--- src/rtl/seq_indirect_pkg.sv ---
package seq_indirect_pkg;

    // Address class produced by the decoder.
    typedef enum logic [3:0] {
        SEL_FILE,
        SEL_SRC_LO,
        SEL_SRC_HI,
        SEL_DST_LO,
        SEL_DST_HI,
        SEL_ONES,
        SEL_ZEROS,
        SEL_SRC_WIN,
        SEL_DST_WIN,
        SEL_ONEHOT
    } addr_sel_e;

    localparam logic [7:0] DEF_SRC_LO  = 8'hE2;
    localparam logic [7:0] DEF_DST_LO  = 8'hE4;
    localparam logic [7:0] DEF_ONES    = 8'hE8;
    localparam logic [7:0] DEF_ZEROS   = 8'hEA;
    localparam logic [7:0] DEF_SRC_WIN = 8'hEC;
    localparam logic [7:0] DEF_DST_WIN = 8'hED;
    localparam logic [7:0] DEF_ONEHOT  = 8'hF0;

endpackage

--- src/rtl/seq_addr_decode.sv ---
module seq_addr_decode
    import seq_indirect_pkg::*;
#(
    parameter int unsigned    ADDR_W      = 8,
    parameter logic [ADDR_W-1:0] SRC_LO   = ADDR_W'(DEF_SRC_LO),
    parameter logic [ADDR_W-1:0] DST_LO   = ADDR_W'(DEF_DST_LO),
    parameter logic [ADDR_W-1:0] ONES     = ADDR_W'(DEF_ONES),
    parameter logic [ADDR_W-1:0] ZEROS    = ADDR_W'(DEF_ZEROS),
    parameter logic [ADDR_W-1:0] SRC_WIN  = ADDR_W'(DEF_SRC_WIN),
    parameter logic [ADDR_W-1:0] DST_WIN  = ADDR_W'(DEF_DST_WIN),
    parameter logic [ADDR_W-1:0] ONEHOT   = ADDR_W'(DEF_ONEHOT)
) (
    input  logic [ADDR_W-1:0] addr,
    output addr_sel_e         sel
);

    localparam logic [ADDR_W-1:0] SRC_HI = SRC_LO + ADDR_W'(1);
    localparam logic [ADDR_W-1:0] DST_HI = DST_LO + ADDR_W'(1);

    always_comb begin
        if      (addr == SRC_LO)  sel = SEL_SRC_LO;
        else if (addr == SRC_HI)  sel = SEL_SRC_HI;
        else if (addr == DST_LO)  sel = SEL_DST_LO;
        else if (addr == DST_HI)  sel = SEL_DST_HI;
        else if (addr == ONES)    sel = SEL_ONES;
        else if (addr == ZEROS)   sel = SEL_ZEROS;
        else if (addr == SRC_WIN) sel = SEL_SRC_WIN;
        else if (addr == DST_WIN) sel = SEL_DST_WIN;
        else if (addr == ONEHOT)  sel = SEL_ONEHOT;
        else                      sel = SEL_FILE;
    end

endmodule

--- src/rtl/seq_scratch_file.sv ---
module seq_scratch_file #(
    parameter int unsigned ADDR_W = 8,
    parameter int unsigned DATA_W = 8
) (
    input  logic              clk,
    input  logic [ADDR_W-1:0] raddr,
    output logic [DATA_W-1:0] rdata,
    input  logic              we,
    input  logic [ADDR_W-1:0] waddr,
    input  logic [DATA_W-1:0] wdata
);

    localparam int unsigned DEPTH = 1 << ADDR_W;

    logic [DATA_W-1:0] mem_q [DEPTH];

    // Asynchronous read sees the contents before this cycle's write.
    assign rdata = mem_q[raddr];

    always_ff @(posedge clk) begin
        if (we) begin
            mem_q[waddr] <= wdata;
        end
    end

endmodule

--- src/rtl/seq_indirect_port.sv ---
module seq_indirect_port
    import seq_indirect_pkg::*;
#(
    parameter int unsigned       ADDR_W    = 8,
    parameter int unsigned       DATA_W    = 8,
    parameter logic [ADDR_W-1:0] FILE_BASE = '0
) (
    input  logic              clk,
    input  logic              rst_n,
    input  logic              rd_en,
    input  logic [ADDR_W-1:0] rd_addr,
    output logic [DATA_W-1:0] rd_data,
    output logic              rd_valid,
    input  logic              wr_en,
    input  logic [ADDR_W-1:0] wr_addr,
    input  logic [DATA_W-1:0] wr_data
);

    localparam int unsigned IDX_W = 2 * DATA_W;
    localparam int unsigned OH_W  = $clog2(DATA_W);
    localparam int unsigned OH_LO = DATA_W / 2;

    typedef struct packed {
        logic [IDX_W-1:0]  src_idx;
        logic [IDX_W-1:0]  dst_idx;
        logic [OH_W-1:0]   oh_sel;
        logic [DATA_W-1:0] rdata;
        logic              rvalid;
    } state_t;

    state_t state_d, state_q;

    addr_sel_e         rd_sel, wr_sel;
    logic [ADDR_W-1:0] file_raddr, file_waddr;
    logic [DATA_W-1:0] file_rdata;
    logic              file_we;
    logic              src_wr_hit;

    seq_addr_decode #(.ADDR_W(ADDR_W)) i_rd_dec (.addr(rd_addr), .sel(rd_sel));
    seq_addr_decode #(.ADDR_W(ADDR_W)) i_wr_dec (.addr(wr_addr), .sel(wr_sel));

    always_comb begin
        file_raddr = (rd_sel == SEL_SRC_WIN)
                   ? FILE_BASE + state_q.src_idx[ADDR_W-1:0] : rd_addr;
        file_waddr = (wr_sel == SEL_DST_WIN)
                   ? FILE_BASE + state_q.dst_idx[ADDR_W-1:0] : wr_addr;
        file_we    = wr_en && (wr_sel == SEL_FILE || wr_sel == SEL_DST_WIN);
    end

    seq_scratch_file #(.ADDR_W(ADDR_W), .DATA_W(DATA_W)) i_file (
        .clk   (clk),
        .raddr (file_raddr),
        .rdata (file_rdata),
        .we    (file_we),
        .waddr (file_waddr),
        .wdata (wr_data)
    );

    always_comb begin
        state_d        = state_q;
        state_d.rvalid = rd_en;
        src_wr_hit     = wr_en && (wr_sel == SEL_SRC_LO || wr_sel == SEL_SRC_HI);

        if (rd_en) begin
            unique case (rd_sel)
                SEL_FILE,
                SEL_SRC_WIN: state_d.rdata = file_rdata;
                SEL_SRC_LO:  state_d.rdata = state_q.src_idx[DATA_W-1:0];
                SEL_SRC_HI:  state_d.rdata = state_q.src_idx[IDX_W-1:DATA_W];
                SEL_DST_LO:  state_d.rdata = state_q.dst_idx[DATA_W-1:0];
                SEL_DST_HI:  state_d.rdata = state_q.dst_idx[IDX_W-1:DATA_W];
                SEL_ONES:    state_d.rdata = '1;
                SEL_ONEHOT:  state_d.rdata = DATA_W'(1) << state_q.oh_sel;
                default:     state_d.rdata = '0;
            endcase
        end

        // Post-increment of the source index unless a direct write wins.
        if (rd_en && rd_sel == SEL_SRC_WIN && !src_wr_hit) begin
            state_d.src_idx = state_q.src_idx + IDX_W'(1);
        end

        if (wr_en) begin
            unique case (wr_sel)
                SEL_SRC_LO:  state_d.src_idx[DATA_W-1:0]     = wr_data;
                SEL_SRC_HI:  state_d.src_idx[IDX_W-1:DATA_W] = wr_data;
                SEL_DST_LO:  state_d.dst_idx[DATA_W-1:0]     = wr_data;
                SEL_DST_HI:  state_d.dst_idx[IDX_W-1:DATA_W] = wr_data;
                SEL_DST_WIN: state_d.dst_idx = state_q.dst_idx + IDX_W'(1);
                SEL_ONEHOT:  state_d.oh_sel  = wr_data[OH_LO +: OH_W];
                default:     ;
            endcase
        end
    end

    always_ff @(posedge clk) begin
        if (!rst_n) begin
            state_q <= '0;
        end else begin
            state_q <= state_d;
        end
    end

    assign rd_data  = state_q.rdata;
    assign rd_valid = state_q.rvalid;

    // source window read advances the index by one
    a_r3_src_step: assert property (@(posedge clk) disable iff (!rst_n)
        (rd_en && rd_sel == SEL_SRC_WIN && !(wr_en &&
         (wr_sel == SEL_SRC_LO || wr_sel == SEL_SRC_HI)))
        |=> state_q.src_idx == $past(state_q.src_idx) + IDX_W'(1));

    // destination window write advances the index by one
    a_r4_dst_step: assert property (@(posedge clk) disable iff (!rst_n)
        (wr_en && wr_sel == SEL_DST_WIN)
        |=> state_q.dst_idx == $past(state_q.dst_idx) + IDX_W'(1));

    // constant source reads
    a_r6_ones: assert property (@(posedge clk) disable iff (!rst_n)
        (rd_en && rd_sel == SEL_ONES) |=> rd_data == '1);

    // conversion register always yields exactly one set bit
    a_r7_onehot: assert property (@(posedge clk) disable iff (!rst_n)
        (rd_en && rd_sel == SEL_ONEHOT) |=> $countones(rd_data) == 1);

    // direct low-byte write wins over the increment
    a_r8_direct_wins: assert property (@(posedge clk) disable iff (!rst_n)
        (rd_en && rd_sel == SEL_SRC_WIN && wr_en && wr_sel == SEL_SRC_LO)
        |=> state_q.src_idx[DATA_W-1:0] == $past(wr_data)
            && $stable(state_q.src_idx[IDX_W-1:DATA_W]));

    // result strobe follows the request by one cycle
    a_r9_valid: assert property (@(posedge clk) disable iff (!rst_n)
        rd_en |=> rd_valid);
    a_r9_idle: assert property (@(posedge clk) disable iff (!rst_n)
        !rd_en |=> !rd_valid);

endmodule

--- config.mk ---
export PLATFORM = sky130hd
export DESIGN_NAME = seq_indirect_port
export DESIGN_NICKNAME = d
export VERILOG_FILES = /design/src/rtl/seq_indirect_pkg.sv /design/src/rtl/seq_addr_decode.sv /design/src/rtl/seq_scratch_file.sv /design/src/rtl/seq_indirect_port.sv
export SDC_FILE = /design/constraint.sdc
export NUM_CORES = 2
export LEC_CHECK = 0
export BUFFER_PORTS_ARGS = -buffer_cell sky130_fd_sc_hd__buf_4
export CAP_MARGIN = 30
export CORE_UTILIZATION = 50
export CTS_CLUSTER_SIZE = 30
export DETAILED_ROUTE_END_ITERATION = 6
export GPL_ROUTABILITY_DRIVEN = 0
export PLACE_DENSITY = 0.63
export SLEW_MARGIN = 25
export SYNTH_ARGS = -nofsm -noshare
export SYNTH_HDL_FRONTEND = slang
export SYNTH_SLANG_ARGS = --single-unit
export TNS_END_PERCENT = 10
--- constraint.sdc ---
create_clock -name clk -period 6.7 [get_ports clk]
set_input_delay 1.34 -clock clk [delete_from_list [all_inputs] [get_ports clk]]
set_output_delay 1.34 -clock clk [all_outputs]
set_load 0.1 [all_outputs]
==> results.cfg <==
[drt]
drtAntennaViolNets = 0
vias = 54500
via_per_inst = 6.38
drt-total-wl_mm = 259
drc = 0
wl_per_cell_um = 30.3
drt_iter0_drc = 8208
firstDrtPassIters = 6

[die]
io_pins = 37
dieArea_mm2 = 0.171
core_mm2 = 0.167
fp.dieH_um = 413
start_util = 0.505
fp.dieW_um = 413
rows = 150

[synthesis]
synthSimpleGateAreaFrac = 0.129
synth.avg_cell_area_um2 = 13.8
ys_ff_latch = 2092
synthMuxAreaShare = 0.0427
synth.area.top_cells = edfxtp_1 (73%), nand2_1 (6.5%), nand3_1 (3.0%)
synth_edf_count = 2048
synth_most_common_cell = edfxtp_1
syn_inst = 6126
synth_top_area_cell = edfxtp_1
synth_compound_gate_area_share = 0.0623
synth_top_cell_area_share = 0.728
ys_seq_area_frac = 0.738
yosys-top-cells-count = edfxtp_1 (2048), nand2_1 (1457), nand3_1 (512)
synthArstFlopShare = 0
syn_nets = 6156
synth_top_flop_cell = edfxtp_1
synth_fa_ha_area_frac = 0.000296
synth_xor_area_frac = 0.00155
synthDistinctLibCells = 84
yosysWarnings = 0
synth_top_family_by_area = simple AND/OR/NAND/NOR gates
syn-cell-area_mm2 = 0.0845

[setup_path]
endpoint_kind = flip-flop
crit_type = input pin to flip-flop
cp-start-kind = input pin
cp_max_fo = 29
cp.required_ps = 7480
arrival_ps = 5680

[grt]
grt_max_degree = 175
grt_usage = 0.302
grt_pass1_wl_mm = 371
antenna_found_initial = 7
grt_pass1_vias = 51500
grt-ovfl-total = 0

[clock_tree]
cts-root-buf = clkbuf_16
cts_max_level = 4
cts_setup_buffers = 0
cts_made_buffers = 209
clock_path_buffers = 3
clkLatencyLatePin_ps = 870
cts_hold_buf = 0
clk_pin_slew_ps = 60
cts_tree = done
cts_resized = 0
cts.sinks = 2092

[power]
leakage_nw = 31.1
power_frac_comb = 0.060
p_int_w = 0.0212
seq_power_share = 0.525
p_per_area_mw_per_mm2 = 291
power.switching_w = 0.00631
power.switching_fraction = 0.230
peakVddDrop_mv = 0.253
pwr-share-clk = 0.415
power_w = 0.0275

[layout]
antenna_cells = 0
nets = 6195
syn_to_final_growth_pct = 11.7
drive_gt1_frac = 0.102

[timing]
fin_skew_ps = 40.5
grt_setup_unrepaired = false
fin_setup_tns_ps = 0
maxSlewViolCount = 0
relSlewSlack = 0.245
finalHoldViolCount = 0
finalSetupViolCount = 0
fin_crit_sh = 0.731
worst_pin_slew_ps = 1130
period_minus_slack_ps = 4900
max_freq_ghz = 0.204

[status]
run_status = complete, no violations

[run]
cap_violations = 0

[place]
port_buffers = 36
dp_hpwl_mm = 154

[min_path]
hold_class = flip-flop to flip-flop
-- final cells by class --
type                            instances  area, um^2
Tap cell                             2204        2760
Fill cell                           13300       73000
Clock inverter                        114        1060
Timing Repair Buffer                  241        2350
Sequential cell                      2092       62400
Multi-Input combinational cell       3582       20200
Inverter                               39         146
Clock buffer                          273        5520
-- per-layer routing --
layer / global-route usage / share of wire / vias up
li1: - / - / 23200
met1: 0.431 / 0.39 / 27500
met2: 0.457 / 0.45 / 3326
met3: 0.0723 / 0.12 / 511
met4: 0.103 / 0.036 / 6
met5: 0 / 0.00016 / -
-- power by group through the flow --
stage | Sequential, W | Clock, W | Combinational [W]
2_1_floorplan | 0.0147 | 0 | 0.000806
3_3_place_gp | 0.0147 | 0 | 0.00159
3_5_place_dp | 0.0147 | 0 | 0.00161
4_1_cts | 0.0144 | 0.0115 | 0.00162
5_1_grt | 0.0144 | 0.0119 | 0.00171
6_report | 0.0144 | 0.0114 | 0.00165
-- metrics by stage --
step	instances	hold slack, ps	worst slack (ps)	utilization	cell area [um^2]
3_5_place_dp	8149	544	999	0.524	87700
2_1_floorplan	6126	434	2690	-	84500
6_report	8545	562	1800	0.564	94400
4_1_cts	8536	556	1900	0.563	94300
5_1_grt	8545	596	1730	0.564	94400
3_3_place_gp	8138	544	733	0.523	87600
-- flip-flops by register name, summed over array words and instances (netlist names) --
signal,cells
state_q,35
rd_data,8
rd_valid,1
i_file.mem_q,2048
-- critical path, cell delays in order --
cell	delay (ps)
buf_4	180
buf_4	530
nor2_1	160
a41o_1	520
buf_4	370
nor2_2	150
buf_4	410
o21ai_0	190
a31oi_1	300
a221oi_1	80
o21ai_0	510
o2111ai_1	550
o221ai_1	330
-- logic make-up (layout without fill, tap and decap cells) --
group                      count (synthesis)  count (layout)
and+or+nand+nor                         2566            2566
DFF                                     2092            2092
AOI/OAI and AO/OA                        730             730
buffers and inverters                    452             667
muxes                                    269             269
xor gates and xnor gates                  15              15
adders and majority gates                  2               2
-- placed cells by master, fill, tap and decap left out, types with 90 or more instances in the layout --
cell	netlist	layout
mux2i_1	195	195
nand2_1	1457	1450
clkbuf_16	0	211
a21oi_1	99	98
nand3_1	512	512
buf_4	50	188
nand4_1	90	90
nor2_1	350	346
a31oi_1	144	144
edfxtp_1	2048	2048
-- worst paths after layout --
check         startpoint          end  slack [ps]  cells past startpoint
min          state_q[11]  state_q[11]         560                      2
max           rd_addr[0]   rd_data[4]        1800                     13
min reg2reg  state_q[11]  state_q[11]         560                      2
max reg2reg  state_q[29]   rd_data[7]        2180                      8
No activity file was read; power rests on OpenSTA's default activity.
